===== config.mk =====
export PLATFORM = sky130hd
export DESIGN_NAME = uart8x_rx
export DESIGN_NICKNAME = d
export VERILOG_FILES = /design/src/rtl/uart8x_rx_pkg.sv /design/src/rtl/rx_line_sync.sv /design/src/rtl/rx_frame_ctrl.sv /design/src/rtl/rx_shifter.sv /design/src/rtl/rx_host_port.sv /design/src/rtl/uart8x_rx.sv
export SDC_FILE = /design/constraint.sdc
export NUM_CORES = 1
export LEC_CHECK = 0
export ABC_CLOCK_PERIOD_IN_PS = 3000
export BUFFER_PORTS_ARGS = -buffer_cell sky130_fd_sc_hd__clkbuf_2
export CAP_MARGIN = 20
export CORE_UTILIZATION = 56
export CTS_BUF_LIST = sky130_fd_sc_hd__clkbuf_8
export DETAILED_ROUTE_END_ITERATION = 8
export GPL_TIMING_DRIVEN = 1
export PLACE_DENSITY = 0.81
export SYNTH_ARGS = -nofsm -noshare
export SYNTH_HDL_FRONTEND = slang
export SYNTH_SLANG_ARGS = --single-unit

===== constraint.sdc =====
create_clock -name clk_s -period 3 [get_ports clk_s]
set_input_delay 0.15 -clock clk_s [delete_from_list [all_inputs] [get_ports clk_s]]
set_output_delay 0.15 -clock clk_s [all_outputs]
set_load 0.005 [all_outputs]

===== src/rtl/uart8x_rx_pkg.sv =====
package uart8x_rx_pkg;
  typedef enum logic [1:0] {
    ST_IDLE  = 2'd0,
    ST_START = 2'd1,
    ST_RECV  = 2'd2
  } rx_state_e;
endpackage


===== src/rtl/rx_line_sync.sv =====
module rx_line_sync #(
  parameter int STAGES = 2
) (
  input  logic clk_s,
  input  logic rst_n,
  input  logic d_i,
  output logic q_o
);
  logic [STAGES-1:0] q;

  always_ff @(posedge clk_s or negedge rst_n) begin
    if (!rst_n) q[0] <= 1'b1;
    else        q[0] <= d_i;
  end

  for (genvar i = 1; i < STAGES; i++) begin : g_stage
    always_ff @(posedge clk_s or negedge rst_n) begin
      if (!rst_n) q[i] <= 1'b1;
      else        q[i] <= q[i-1];
    end
  end

  assign q_o = q[STAGES-1];
endmodule


===== src/rtl/rx_frame_ctrl.sv =====
module rx_frame_ctrl
  import uart8x_rx_pkg::*;
#(
  parameter int OVS        = 8,
  parameter int DBITS      = 8,
  parameter int START_LOWS = 4
) (
  input  logic clk_s,
  input  logic rst_n,
  input  logic rx_s,
  output logic start_ok_o,
  output logic shift_en_o,
  output logic frame_end_o
);
  localparam int CMAX  = (OVS > START_LOWS) ? OVS : START_LOWS;
  localparam int CNT_W = $clog2(CMAX) + 1;
  localparam int BCW   = $clog2(DBITS + 1);
  localparam logic [CNT_W-1:0] START_LAST = CNT_W'(START_LOWS - 2);
  localparam logic [CNT_W-1:0] SAMP_LAST  = CNT_W'(OVS - 1);
  localparam logic [BCW-1:0]   STOP_IDX   = BCW'(DBITS);

  rx_state_e        state;
  logic [CNT_W-1:0] cnt;
  logic [BCW-1:0]   bcnt;
  logic             take;

  assign start_ok_o  = (state == ST_START) && !rx_s && (cnt == START_LAST);
  assign take        = (state == ST_RECV) && (cnt == SAMP_LAST);
  assign shift_en_o  = take && (bcnt < STOP_IDX);
  assign frame_end_o = take && (bcnt == STOP_IDX);

  always_ff @(posedge clk_s or negedge rst_n) begin
    if (!rst_n) begin
      state <= ST_IDLE;
      cnt   <= '0;
      bcnt  <= '0;
    end else begin
      case (state)
        ST_IDLE: begin
          cnt <= '0;
          if (!rx_s) state <= ST_START;
        end
        ST_START: begin
          if (rx_s) begin
            state <= ST_IDLE;
            cnt   <= '0;
          end else if (start_ok_o) begin
            state <= ST_RECV;
            cnt   <= '0;
            bcnt  <= '0;
          end else begin
            cnt <= cnt + 1'b1;
          end
        end
        ST_RECV: begin
          if (take) begin
            cnt <= '0;
            if (frame_end_o) begin
              bcnt  <= '0;
              state <= ST_IDLE;
            end else begin
              bcnt <= bcnt + 1'b1;
            end
          end else begin
            cnt <= cnt + 1'b1;
          end
        end
        default: begin
          state <= ST_IDLE;
          cnt   <= '0;
          bcnt  <= '0;
        end
      endcase
    end
  end

  AST_GLITCH_ABORTS: assert property (@(posedge clk_s) disable iff (!rst_n)
    (state == ST_START && rx_s) |=> (state == ST_IDLE));
  AST_RECV_AFTER_LOW: assert property (@(posedge clk_s) disable iff (!rst_n)
    (state == ST_RECV && $past(state) == ST_START) |-> !$past(rx_s));
  AST_BITCNT_BOUND: assert property (@(posedge clk_s) disable iff (!rst_n)
    bcnt <= STOP_IDX);
endmodule


===== src/rtl/rx_shifter.sv =====
module rx_shifter #(
  parameter int DBITS = 8
) (
  input  logic             clk_s,
  input  logic             rst_n,
  input  logic             shift_en_i,
  input  logic             bit_i,
  output logic [DBITS-1:0] data_o
);
  always_ff @(posedge clk_s or negedge rst_n) begin
    if (!rst_n)          data_o <= '0;
    else if (shift_en_i) data_o <= {bit_i, data_o[DBITS-1:1]};
  end
endmodule


===== src/rtl/rx_host_port.sv =====
module rx_host_port #(
  parameter int DBITS = 8
) (
  input  logic             clk_s,
  input  logic             rst_n,
  input  logic             start_ok_i,
  input  logic             frame_end_i,
  input  logic             line_bit_i,
  input  logic             host_busy_i,
  input  logic [DBITS-1:0] shreg_i,
  output logic             ready_o,
  output logic             err_ov_o,
  output logic             err_fr_o,
  output logic [DBITS-1:0] word_o
);
  always_ff @(posedge clk_s or negedge rst_n) begin
    if (!rst_n) begin
      ready_o  <= 1'b0;
      err_ov_o <= 1'b0;
      err_fr_o <= 1'b0;
      word_o   <= '0;
    end else begin
      ready_o <= frame_end_i;
      if (start_ok_i) begin
        err_ov_o <= 1'b0;
        err_fr_o <= 1'b0;
      end
      if (frame_end_i) begin
        err_ov_o <= host_busy_i;
        err_fr_o <= !line_bit_i;
        if (!host_busy_i && line_bit_i) word_o <= shreg_i;
      end
    end
  end

  AST_READY_SINGLE: assert property (@(posedge clk_s) disable iff (!rst_n)
    ready_o |=> !ready_o);
  AST_WORD_ONLY_AT_END: assert property (@(posedge clk_s) disable iff (!rst_n)
    !frame_end_i |=> $stable(word_o));
  AST_FLAGS_STICKY: assert property (@(posedge clk_s) disable iff (!rst_n)
    (!start_ok_i && !frame_end_i) |=> ($stable(err_ov_o) && $stable(err_fr_o)));
  AST_BUSY_SETS_OV: assert property (@(posedge clk_s) disable iff (!rst_n)
    (frame_end_i && host_busy_i) |=> err_ov_o);
  AST_LOW_STOP_SETS_FR: assert property (@(posedge clk_s) disable iff (!rst_n)
    (frame_end_i && !line_bit_i) |=> err_fr_o);
endmodule


===== src/rtl/uart8x_rx.sv =====
module uart8x_rx #(
  parameter int OVS         = 8,
  parameter int DBITS       = 8,
  parameter int START_LOWS  = 4,
  parameter int SYNC_STAGES = 2
) (
  input  logic             clk_s,
  input  logic             rst_n,
  input  logic             rx_line_i,
  input  logic             host_busy_i,
  output logic             word_ready_o,
  output logic             err_overrun_o,
  output logic             err_frame_o,
  output logic [DBITS-1:0] rx_word_o
);
  logic             rx_s;
  logic             start_ok;
  logic             shift_en;
  logic             frame_end;
  logic [DBITS-1:0] shreg;

  rx_line_sync #(.STAGES(SYNC_STAGES)) u_sync (
    .clk_s (clk_s),
    .rst_n (rst_n),
    .d_i   (rx_line_i),
    .q_o   (rx_s)
  );

  rx_frame_ctrl #(.OVS(OVS), .DBITS(DBITS), .START_LOWS(START_LOWS)) u_ctrl (
    .clk_s       (clk_s),
    .rst_n       (rst_n),
    .rx_s        (rx_s),
    .start_ok_o  (start_ok),
    .shift_en_o  (shift_en),
    .frame_end_o (frame_end)
  );

  rx_shifter #(.DBITS(DBITS)) u_shift (
    .clk_s      (clk_s),
    .rst_n      (rst_n),
    .shift_en_i (shift_en),
    .bit_i      (rx_s),
    .data_o     (shreg)
  );

  rx_host_port #(.DBITS(DBITS)) u_host (
    .clk_s       (clk_s),
    .rst_n       (rst_n),
    .start_ok_i  (start_ok),
    .frame_end_i (frame_end),
    .line_bit_i  (rx_s),
    .host_busy_i (host_busy_i),
    .shreg_i     (shreg),
    .ready_o     (word_ready_o),
    .err_ov_o    (err_overrun_o),
    .err_fr_o    (err_frame_o),
    .word_o      (rx_word_o)
  );
endmodule


Word level (Yosys, flattened, before mapping)

Cells that the tools add are included.

Register bits after elaboration: 31
Input port bits: 4
Logic and storage cells: 56

Add/sub/neg operators: 2
Order comparisons: 1
Eq/ne operators: 11
Multiplexer cells: 18
Bitwise operators: 1
Reduce and logical (&&, ||, !) cells: 13

Operator list:

| kind                                                                    | number |
|---|---|
| 4-bit two-way mux                                                       | 7 |
| 4-bit one-hot mux with 3 select lines                                   | 1 |
| 2-bit two-way mux                                                       | 5 |
| 4-bit by 1-bit adder with 4-bit output, second input constant           | 2 |
| 4-bit one-hot mux with 2 select lines                                   | 1 |
| 4-bit AND reduction                                                     | 2 |
| 1-bit logical AND                                                       | 6 |
| 2-bit inequality test, second input constant                            | 3 |
| 2-bit one-hot mux with 3 select lines                                   | 1 |
| 4-bit by 2-bit == test with 1-bit output, second input constant         | 1 |
| 4-bit by 3-bit == test with 1-bit output, second input constant         | 1 |
| 4-bit == test, second input constant                                    | 1 |
| 4-bit < comparator, second input constant                               | 1 |
| 2-bit by 1-bit inequality test with 1-bit output, second input constant | 2 |
| 1-bit two-way mux                                                       | 3 |
| 3-bit inequality test, second input constant                            | 1 |
| 2-bit by 1-bit == test with 1-bit output, second input constant         | 1 |
| 2-bit == test, second input constant                                    | 1 |
| 1-bit zero test                                                         | 2 |
| 2-bit zero test                                                         | 1 |
| 2-bit AND reduction                                                     | 1 |
| 2-bit nonzero test                                                      | 1 |
| 1-bit NOT                                                               | 1 |

Depth between registers and ports, before layout

Gate-level depths: netlist (run 1).

Depth after elaboration: 6
Mapped depth: 7

By module

A second synthesis (run 1) with hierarchy kept.

Cells, all modules: 105
Area, all modules: 1,456.4 um^2

By module, submodules not included:

| module        | instances | cells an instance | area an instance (um^2) | seq. area each (um^2) |
|---|---|---|---|---|
| rx_frame_ctrl | 1         | 62                | 659.4                   | 250.2 |
| rx_host_port  | 1         | 24                | 412.9                   | 275.3 |
| rx_shifter    | 1         | 17                | 331.6                   | 200.2 |
| rx_line_sync  | 1         | 2                 | 52.6                    | 52.6 |

Worst setup path after synthesis (run 1)

Ideal clock, no wire load.

Path kind: register to register
From: reg u_ctrl.state[0]
To: reg u_host.word_o[0]
Library setup time: 0.125 ns
Arrival time: 1.710 ns
Required time: 2.875 ns
Slack: 1.166 ns
Stages on the path, launching flop included: 8
Buffers on the path: 1
Path through: dfrtp_1 -> inv_1 -> ha_1 -> nand4b_4 -> nor3_4 -> and3b_1 -> buf_6 -> mux2_2

Word-level cells in the longest chain between the ends: 4

Ends and longest elaborated chain:

| what                                 | line                | text |
|---|---|---|
| start, declared                      | rx_frame_ctrl.sv:22 | `rx_state_e state;` |
| start signal, assigned               | rx_frame_ctrl.sv:34 | `state <= ST_IDLE;` |
| start signal, assigned               | rx_frame_ctrl.sv:41 | `if (!rx_s) state <= ST_START;` |
| start signal, assigned               | rx_frame_ctrl.sv:45 | `state <= ST_IDLE;` |
| 2-bit == test                        | rx_frame_ctrl.sv:28 | `assign take = (state == ST_RECV) && (cnt == SAMP_LAST);` |
| 1-bit logical AND                    | rx_frame_ctrl.sv:28 |  |
| 1-bit logical AND                    | rx_frame_ctrl.sv:30 | `assign frame_end_o = take && (bcnt == STOP_IDX);` |
| net frame_end                        | uart8x_rx.sv:19     | `logic frame_end;` |
| 2-bit AND reduction (no source line) | n/a                 |  |
| end signal, assigned                 | rx_host_port.sv:31  | `if (!host_busy_i && line_bit_i) word_o <= shreg_i;` |
| end, declared                        | rx_host_port.sv:14  | `output logic [DBITS-1:0] word_o` |

The timed path passes the listed nets, and every way through them passes these cells.
A chain may end at the register's enable or synchronous reset.

Final worst setup path (run 1)

From: reg u_ctrl.state[0]
To: reg u_host.word_o[5]

The elaborated chain is that of the path after synthesis.

==> impl_metrics.json, run 1 <==
{
  "r2r_cells": 6,
  "grt_pass1_vias": 883,
  "drt_first_iter_violations": 9,
  "hpwlAfterDp_um": 1690,
  "hold_depth": 3,
  "reg2reg_from": "u_ctrl.state[0]",
  "boundaryPins": 15,
  "wl_per_cell_um": 15.1,
  "r2r_end": "u_host.word_o[5]",
  "dpl-instance-area_um2": 1530,
  "start_util_pct": 62.0,
  "yosys-mux-area-fraction_pct": 14.0,
  "ant_nets": 0,
  "rows": 17,
  "status": "finished, final reports clean",
  "report.final.slew_viol_count": 0,
  "totalPowerFinal_uw": 922,
  "finalWirelength_um": 2460,
  "firstDrtPassIters": 4,
  "vias_per_cell": 5.53,
  "die_w_um": 52.6,
  "die_area_um2": 2770,
  "grt.overflow.total": 0,
  "hold_viol_final": 0,
  "ys_types": 32,
  "synth-simple-area-share_pct": 13.7,
  "min_to": "u_host.err_ov_o",
  "worstSetupEndpointType": "register",
  "slew_headroom_pct": 50.5,
  "vias": 901,
  "critical_path_class": "reg -> reg",
  "fin_worst_skew_ns": 0.00875,
  "rsz0062_at_grt": "no",
  "final_cell_area_um2": 1640,
  "fin_crit_sh_pct": 71.7,
  "worst_setup_path_start_kind": "register",
  "grt_pass1_wl_um": 4170,
  "grt_use_total_pct": 21.8,
  "synth.top_cells.by_area": "dfrtp_1 (51%), mux2_2 (13%), ha_1 (7.0%), dfstp_2 (3.7%), nand2_1 (2.6%)",
  "yosysWarnings": 0,
  "max_slew.worst_pin.slew_ns": 0.742,
  "fin_nets": 146,
  "clock_sinks": 31,
  "remaining_drc_errors": 0,
  "synth-compound-area-share_pct": 6.97,
  "clk_latency_ns": 0.28,
  "cts_max_level": 2,
  "synth_top_family_by_area": "multiplexers",
  "drive_above_1_share_pct": 34.8,
  "yosysSeqAreaShare_pct": 54.2,
  "ir_drop_v": 0.000593,
  "syn_inst": 112,
  "core_region_area_um2": 2320,
  "synth_top_area_cell": "dfrtp_1",
  "area_growth_pct": 14.3,
  "cp.arrival_ns": 2.31,
  "netlist_area_um2": 1440,
  "yosysTopAreaCellShare_pct": 50.5,
  "synth_xor_area_share_pct": 1.83,
  "cts_tree": "done",
  "setup_viol": 0,
  "p_per_area_nw_per_um2": 562,
  "cp_max_fo": 8,
  "synth_fp_nets": 124,
  "numCtsBuffers": 5,
  "portBuffers": 14,
  "min_from": "host_busy_i",
  "hold_path_class": "in -> reg",
  "p_leak_uw": 0.000857,
  "setup_tns_ns": 0,
  "required_ns": 3.16,
  "fmax_mhz": 465,
  "grt_max_degree": 32,
  "met2WireLength_um": 1170,
  "cts-root-buf": "clkbuf_8",
  "synth-seq-cells": 31,
  "n_fill_cell": 172,
  "top_layer_used": "met4",
  "reg2reg_slack_ns": 0.85,
  "routabilityCongestion": 0.783,
  "diodes": 0,
  "wl_met3_um": 96,
  "antenna_found_initial": 0,
  "clkTransAtPathRegs_ns": 0.07,
  "synthAdderAreaFrac_pct": 6.97,
  "met1_length_um": 1150,
  "syn_avg_cell_area_um2": 12.8,
  "drv_cap": 0,
  "finalCriticalPeriod_ns": 2.15,
  "cts_buffer_depth": 2,
  "die_y_um": 52.6
}
## cells by family after synthesis
| group | after synthesis |
|---|---|
| compound gates | 13 |
| buf+inv | 7 |
| flops | 31 |
| simple gates | 32 |
| fa+ha+maj | 8 |
| xor+xnor | 3 |
| mux | 18 |
## per-stage QoR
stage / hold slack [ns] / instances / setup WS (ns) / util, %
2_1_floorplan: -0.146 / 112 / 1.17 / -
3_3_place_gp: 0.237 / 153 / 0.966 / 66.0
3_5_place_dp: 0.240 / 153 / 0.855 / 66.0
4_1_cts: 0.117 / 163 / 0.842 / 70.8
5_1_grt: 0.140 / 163 / 0.668 / 70.8
6_report: 0.135 / 163 / 0.850 / 70.8
## final cells by class
cell class / count / area, um^2 / share of cell area [%]
clock buffers: 6 / 82.6 / 5.03
clock inverters: 2 / 8.76 / 0.534
inverters: 6 / 22.5 / 1.37
multi-input cells: 74 / 624 / 38.0
flip-flops and latches: 31 / 778 / 47.4
well taps: 28 / 35.0 / 2.13
repair buffers: 16 / 90.1 / 5.49
## report_power, final
part | leakage (uW) | internal, uW | switching (uW)
combinational | 0.000385 | 53.6 | 80.7
clock | 0.0000524 | 181 | 150
sequential | 0.000419 | 441 | 16.0
## critical path, cell delays in order, from the launching register on
cell,delay [ns]
dfrtp_1,0.39
inv_1,0.12
ha_1,0.27
nand4b_4,0.16
nor3_4,0.28
and3b_1,0.43
mux2_2,0.39
## routing by layer
metal	vias up	global-route usage, %
met5	-	0
met2	14	33.3
met4	0	7.89
li1	431	-
met3	3	7.83
met1	453	28.3
## placed cells by master, fill, tap and decap left out, drive strengths merged, types with 3 or more instances in the layout
master / instances
nor2b: 3
mux2: 17
clkbuf: 20
a22o: 3
inv: 7
nor2: 8
o21ai: 3
nand2: 10
dfrtp: 29
ha: 8
## flip-flops by register name, indices dropped and copies added (netlist names), 2 cells and up
name            count
u_host.word_o       8
u_ctrl.state        2
u_ctrl.bcnt         4
u_shift.data_o      8
u_ctrl.cnt          4
## Yosys cell counts
cell type,count
dfrtp_1,29
mux2_2,17
nand2_1,10
ha_1,8
nor2_1,7
inv_1,6
nor2b_1,3
o21ai_0,3
a22o_2,2
dfstp_2,2
nor3b_1,2
o21a_1,2
xor2_1,2
a21o_1,1
a21oi_2,1
a22o_1,1
a31oi_1,1
a32o_1,1
and2b_2,1
and3b_1,1
buf_6,1
mux2i_1,1
nand2b_1,1
nand3_1,1
nand3b_1,1
nand4b_4,1
nor2_2,1
nor3_4,1
nor4_1,1
o2bb2ai_1,1
or4b_1,1
xnor2_1,1
## what timing repair did
item	4_1_cts	5_1_grt
hold endpoints to repair	30	0
resized for setup	0	0
buffers inserted	0	0
endpoints found under the setup margin	0	0
hold buffers	2	0
## worst max path at each step
stage                    startpoint                to  slack (ns)  depth (start not counted)
floorplan           u_ctrl.state[0]  u_host.word_o[0]        1.17                          7
global placement    u_ctrl.state[0]  u_host.word_o[7]        0.97                          6
detailed placement  u_ctrl.state[0]  u_host.word_o[1]        0.86                          6
CTS                 u_ctrl.state[0]  u_host.word_o[5]        0.84                          6
global route        u_ctrl.state[0]  u_host.word_o[3]        0.67                          6
finish              u_ctrl.state[0]  u_host.word_o[5]        0.85                          6
Note: power is estimated with default switching activity, not from simulation.
==> run 2: changes to the inputs <==
--- a/config.mk
+++ b/config.mk
@@ -5,14 +5,14 @@
 export SDC_FILE = /design/constraint.sdc
 export NUM_CORES = 1
 export LEC_CHECK = 0
-export ABC_CLOCK_PERIOD_IN_PS = 3000
+export ABC_CLOCK_PERIOD_IN_PS = 1900
 export BUFFER_PORTS_ARGS = -buffer_cell sky130_fd_sc_hd__clkbuf_2
 export CAP_MARGIN = 20
-export CORE_UTILIZATION = 56
+export CORE_UTILIZATION = 54
 export CTS_BUF_LIST = sky130_fd_sc_hd__clkbuf_8
 export DETAILED_ROUTE_END_ITERATION = 8
 export GPL_TIMING_DRIVEN = 1
-export PLACE_DENSITY = 0.81
+export PLACE_DENSITY = 0.82
 export SYNTH_ARGS = -nofsm -noshare
 export SYNTH_HDL_FRONTEND = slang
 export SYNTH_SLANG_ARGS = --single-unit
==> constraint.sdc (replaced) <==
create_clock -name clk_s -period 1.9 [get_ports clk_s]
set_input_delay 0.095 -clock clk_s [delete_from_list [all_inputs] [get_ports clk_s]]
set_output_delay 0.095 -clock clk_s [all_outputs]
set_load 0.005 [all_outputs]
==> run 2 against run 1 <==
Clock skew shrank 0.0030 ns. Flip-flop and latch count unchanged. Count of clock-buffer cells in the layout up 1. Register-to-register slack worse by 0.77 ns. Via count decreased by 3.1%. Global-route usage decreased by 2.0 points. Fmax rose by 18%. Worst setup slack got worse by 0.77 ns. Critical path depth is the same. Routed wire length shrank 4.3%. Combinational power is 66% higher. Power increased by 63%. Critical path type unchanged. Critical endpoint unchanged. Largest cell class unchanged.
==> impl_metrics.json, run 2 (synthesis gave the netlist of run 1 again) <==
{
  "status": "finished, final reports clean",
  "cp_max_fo": 8,
  "hold_path_class": "in -> reg",
  "clkTransAtPathRegs_ns": 0.06,
  "die_y_um": 53.6,
  "routabilityCongestion": 0.797,
  "p_per_area_nw_per_um2": 873,
  "wl_per_cell_um": 13.9,
  "grt.overflow.total": 0,
  "grtUsageMet1_pct": 22.4,
  "fin_nets": 150,
  "fin_crit_sh_pct": 95.7,
  "antenna_found_initial": 0,
  "clk_latency_ns": 0.28,
  "drive_above_1_share_pct": 41.7,
  "grt_pass1_vias": 885,
  "cts_tree": "done",
  "ant_nets": 0,
  "clock_sinks": 31,
  "totalPowerFinal_uw": 1510,
  "numCtsBuffers": 5,
  "area_growth_pct": 20.1,
  "drv_cap": 0,
  "worst_setup_path_start_kind": "register",
  "grt_pass1_wl_um": 3780,
  "p_leak_uw": 0.000885,
  "finalCriticalPeriod_ns": 1.82,
  "portBuffers": 14,
  "setup_viol": 0,
  "vias": 873,
  "boundaryPins": 15,
  "core_region_area_um2": 2500,
  "required_ns": 2.06,
  "gr-usage-met2_pct": 32.3,
  "drt_first_iter_violations": 11,
  "reg_top3": "u_host.word_o (8), u_shift.data_o (8)",
  "cts_buffer_depth": 2,
  "top_usage_layer": "met2",
  "report.final.slew_viol_count": 0,
  "worstSetupEndpointType": "register",
  "rows": 18,
  "die_w_um": 53.6,
  "cp.arrival_ns": 1.98,
  "final_common_cell": "dfrtp_1",
  "vias_per_cell": 5.17,
  "diodes": 0,
  "remaining_drc_errors": 0,
  "dpl-instance-area_um2": 1590,
  "max_slew.worst_pin.slew_ns": 0.735,
  "firstDrtPassIters": 3,
  "dp_cells": 159,
  "fmax_mhz": 550,
  "layout.cells.non_filler": 169,
  "grtUsageMet3_pct": 8.47,
  "slew_headroom_pct": 51.0,
  "utilization_pct": 69.0,
  "final_cell_area_um2": 1730,
  "layout_common_cells": "dfrtp_1 (29), mux2_2 (17), clkbuf_2 (14)",
  "cts_max_level": 2,
  "finalWirelength_um": 2350,
  "hold_viol_final": 0,
  "fin_worst_skew_ns": 0.00573,
  "grt_max_degree": 32,
  "start_util_pct": 57.5,
  "cts-root-buf": "clkbuf_8",
  "die_area_um2": 2870,
  "hpwlAfterDp_um": 1730,
  "setup_tns_ns": 0,
  "critical_path_class": "reg -> reg",
  "ir_drop_v": 0.000710,
  "grt_use_total_pct": 19.8
}
-- run 2: what timing repair did --
| item | 4_1_cts | 5_1_grt |
|---|---|---|
| hold buffers | 2 | 0 |
| gates resized for setup | 0 | 7 |
| hold endpoints to repair | 30 | 0 |
| endpoints found under the setup margin | 0 | 11 |
| setup buffers | 0 | 0 |
-- run 2: report_power, final --
group	switching [uW]	leakage [uW]	internal, uW
Combinational	130	0.000415	92.0
Sequential	26.3	0.000419	696
Clock	233	0.0000505	329
Total	390	0.000885	1120
-- run 2: area by class of cell --
cell class,instances,area [um^2]
tap,30,37.5
multi-input combinational,74,638
clock inverter,1,7.51
clock buffer,7,96.3
inverter,6,22.5
timing repair buffer,20,145
fill,175,774
sequential,31,778
-- run 2: path summary, 6_finish.rpt --
check | start | endpoint | slack, ns | depth (start not counted)
min | host_busy_i | u_host.err_ov_o | 0.08 | 3
max reg2reg | u_ctrl.cnt[0] | u_host.word_o[5] | 0.08 | 6
max | u_ctrl.cnt[0] | u_host.word_o[5] | 0.08 | 6
min in group asynchronous | rst_n | u_ctrl.bcnt[3] | 0.40 | 2
max in group asynchronous | rst_n | u_host.word_o[5] | 1.03 | 2
min reg2reg | u_sync.q[0] | u_sync.q_o | 0.36 | 0
-- run 2: metal layers --
metal	share of wire (%)	vias up	wire (um)
met5	0	-	0
met4	1.6	0	37
met3	4.1	5	97
met2	49	12	1140
met1	46	416	1070
li1	-	440	-
-- run 2: stage by stage --
| step | hold slack [ns] | setup slack (ns) |
|---|---|---|
| 4_1_cts | 0.0508 | 0.0193 |
| 3_5_place_dp | 0.185 | 0.0256 |
| 6_report | 0.0753 | 0.0824 |
| 5_1_grt | 0.0798 | -0.00850 |
| 3_3_place_gp | 0.186 | 0.0966 |
| 2_1_floorplan | -0.201 | 0.0655 |
-- run 2: critical path: stages (launching register included) --
cell,delay [ns]
dfrtp_1,0.38
ha_1,0.29
nand4b_4,0.16
nor3_4,0.19
and3b_2,0.23
buf_12,0.13
mux2_2,0.33
==> run 3: changes to the inputs <==
--- a/config.mk
+++ b/config.mk
@@ -5,7 +5,7 @@
 export SDC_FILE = /design/constraint.sdc
 export NUM_CORES = 1
 export LEC_CHECK = 0
-export ABC_CLOCK_PERIOD_IN_PS = 1900
+export ABC_AREA = 1
 export BUFFER_PORTS_ARGS = -buffer_cell sky130_fd_sc_hd__clkbuf_2
 export CAP_MARGIN = 20
 export CORE_UTILIZATION = 54
==> run 3 against run 2 <==
Die area is 0.84% lower. Power is 5.1% higher. Synthesized area is 0.87% lower. Clock skew is 0.0010 ns lower. Routed wire length is 6.7% higher. Sequential power is 5.1% higher. First-iteration DRC count is 82% higher. Sequential share of layout area is 2.9 points higher. Highest routed layer unchanged. Cell count is 21% higher.
==> impl_metrics.json, run 3 <==
{
  "synth_commonest_cells": "nand2_1 (40), dfrtp_1 (29), inv_1 (22)",
  "required_ns": 2.05,
  "grt_use_total_pct": 21.8,
  "firstDrtPassIters": 4,
  "synth_top_area_cell": "dfrtp_1",
  "grt_max_degree": 32,
  "syn_avg_cell_area_um2": 9.31,
  "synth_fp_nets": 165,
  "fin_crit_sh_pct": 87.4,
  "p_leak_uw": 0.000819,
  "drt_first_iter_violations": 20,
  "finalCriticalPeriod_ns": 1.66,
  "diodes": 0,
  "die_w_um": 53.4,
  "area_growth_pct": 13.9,
  "routabilityCongestion": 0.846,
  "dpl-instance-area_um2": 1520,
  "vias": 1052,
  "drive_above_1_share_pct": 20.0,
  "rows": 18,
  "cp.arrival_ns": 1.81,
  "p_per_area_nw_per_um2": 976,
  "worst_setup_path_start_kind": "register",
  "ys.flop_type": "dfrtp_1",
  "syn_inst": 153,
  "wl_per_cell_um": 12.2,
  "postCtsSetupRepairBufs": 0,
  "die_y_um": 53.4,
  "multiInputGateArea_um2": 546,
  "synth-seq-cells": 31,
  "drv_cap": 0,
  "critical_path_class": "reg -> reg",
  "synth_most_common_cell": "nand2_1",
  "remaining_drc_errors": 0,
  "setup_viol": 0,
  "yosysTopAreaCellShare_pct": 51.0,
  "clk_latency_ns": 0.28,
  "grt_pass1_vias": 962,
  "finalWirelength_um": 2510,
  "cts_max_level": 2,
  "grt_pass1_wl_um": 4220,
  "clkTransAtPathRegs_ns": 0.06,
  "ir_drop_v": 0.000598,
  "vias_per_cell": 5.13,
  "cts_buffer_depth": 2,
  "clock_sinks": 31,
  "fin_worst_skew_ns": 0.00471,
  "async_flop_share_pct": 100,
  "portBuffers": 14,
  "numCtsBuffers": 5,
  "rsz0062_at_grt": "no",
  "hold_viol_final": 0,
  "synth.top_cells.by_area": "dfrtp_1 (51%), nand2_1 (11%), ha_1 (7.0%), inv_1 (5.8%), o21ai_0 (4.6%)",
  "synth_edf_count": 0,
  "final_cell_area_um2": 1620,
  "hpwlAfterDp_um": 1820,
  "cts_tree": "done",
  "boundaryPins": 15,
  "status": "finished, final reports clean",
  "grt.overflow.total": 0,
  "yosysWarnings": 0,
  "final_common_cell": "nand2_1",
  "n_fill_cell": 203,
  "ys_types": 19,
  "cp_slowest_cell": "dfrtp_1",
  "max_slew.worst_pin.slew_ns": 0.726,
  "ant_nets": 0,
  "netlist_area_um2": 1420,
  "antenna_found_initial": 0,
  "slew_headroom_pct": 51.6,
  "fmax_mhz": 602,
  "path_cells": "inv_1 -> ha_1 -> inv_1 -> nor2_2 -> nand2_1 -> nand2_1 -> o21ai_0",
  "report.final.slew_viol_count": 0,
  "cp_max_fo": 16,
  "layout_common_cells": "nand2_1 (40), dfrtp_1 (29), inv_1 (24)",
  "core_region_area_um2": 2480,
  "hold_path_class": "in -> reg",
  "regArea_um2": 778,
  "worstSetupEndpointType": "register",
  "cts-root-buf": "clkbuf_8",
  "setup_tns_ns": 0,
  "critPathMaxStageDelay_ns": 0.41,
  "die_area_um2": 2850,
  "reg2reg_slack_ns": 0.24,
  "yosysSeqAreaShare_pct": 54.7,
  "reg_top3": "u_host.word_o (8), u_shift.data_o (8)",
  "fin_nets": 186,
  "start_util_pct": 57.5
}
[run 3: cell types whose count changed after synthesis, moves of 3 or more]
cell     before  now
o21ai_2       0    7
nand2_1      10   40
mux2_2       17    0
inv_1         6   22
nand3_1       1   12
o21ai_0       3   13
nor2b_1       3    0
[run 3: worst max-delay path: cells and delay by family, from the launching register on]
family,cells,cell delay (ns)
and+or+nand+nor,3,0.55
DFF,1,0.41
adders and majority gates,1,0.26
buffers and inverters,2,0.21
AOI/OAI and AO/OA,1,0.10
[run 3: kinds of logic (layout without fill, tap and decap cells)]
kind of cell | after synthesis | count (layout) | synth area share (%)
AOI/OAI and AO/OA | 21 | 21 | 9.40
xor gates and xnor gates | 3 | 3 | 1.85
DFF | 31 | 31 | 54.7
buffers and inverters | 25 | 47 | 7.38
adders and majority gates | 8 | 8 | 7.03
and+or+nand+nor | 65 | 65 | 19.7
[run 3: power breakdown]
| part | leakage [uW] | total [uW] | switching [uW] | internal, uW |
|---|---|---|---|---|
| Combinational | 0.000350 | 346 | 226 | 120 |
| Sequential | 0.000418 | 759 | 46.3 | 713 |
| Clock | 0.0000505 | 478 | 233 | 245 |
| Total | 0.000819 | 1580 | 505 | 1080 |
[run 3: path summary, 6_finish.rpt]
check / from / depth (start not counted) / to
worst max-delay path: u_ctrl.state[0] / 7 / u_shift.data_o[0]
worst min-delay path: host_busy_i / 3 / u_host.err_ov_o
worst max register to register: u_ctrl.state[0] / 7 / u_shift.data_o[0]
worst min register to register: u_sync.q[0] / 0 / u_sync.q_o
max in group asynchronous: rst_n / 2 / u_host.word_o[5]
min in group asynchronous: rst_n / 2 / u_host.err_fr_o
[run 3: layer usage]
layer  vias up  global-route usage [%]  wire [um]
met5         -                       0          0
met4         0                    10.5         61
met3         8                    7.76        121
met2        28                    35.2       1190
met1       495                    25.2       1140
li1        521                       -          -
[run 3: final cells by class]
cell class / count / share of cell area (%)
sequential: 31 / 48.0
timing repair buffer: 16 / 5.56
clock buffer: 5 / 4.24
inverter: 23 / 5.48
multi-input combinational: 97 / 33.6
clock inverter: 3 / 0.772
tap: 30 / 2.31
[run 3: metrics by stage]
stage	std cells	total power, uW	util, %	hold WS, ns	setup slack, ns
final	205	1580	65.5	0.0525	0.240
after global routing	205	1700	65.5	0.0817	0.0652
after CTS	205	1580	65.3	0.0473	0.181
after detailed placement	195	1100	61.2	0.185	0.199
after global placement	195	1070	61.2	0.181	0.307
after floorplan	153	999	-	-0.201	0.397
[run 3: what timing repair did]
action	in CTS	in global routing
gates resized for setup	0	2
hold buffers	2	0
hold endpoints to repair	30	0
setup endpoints to repair	0	2
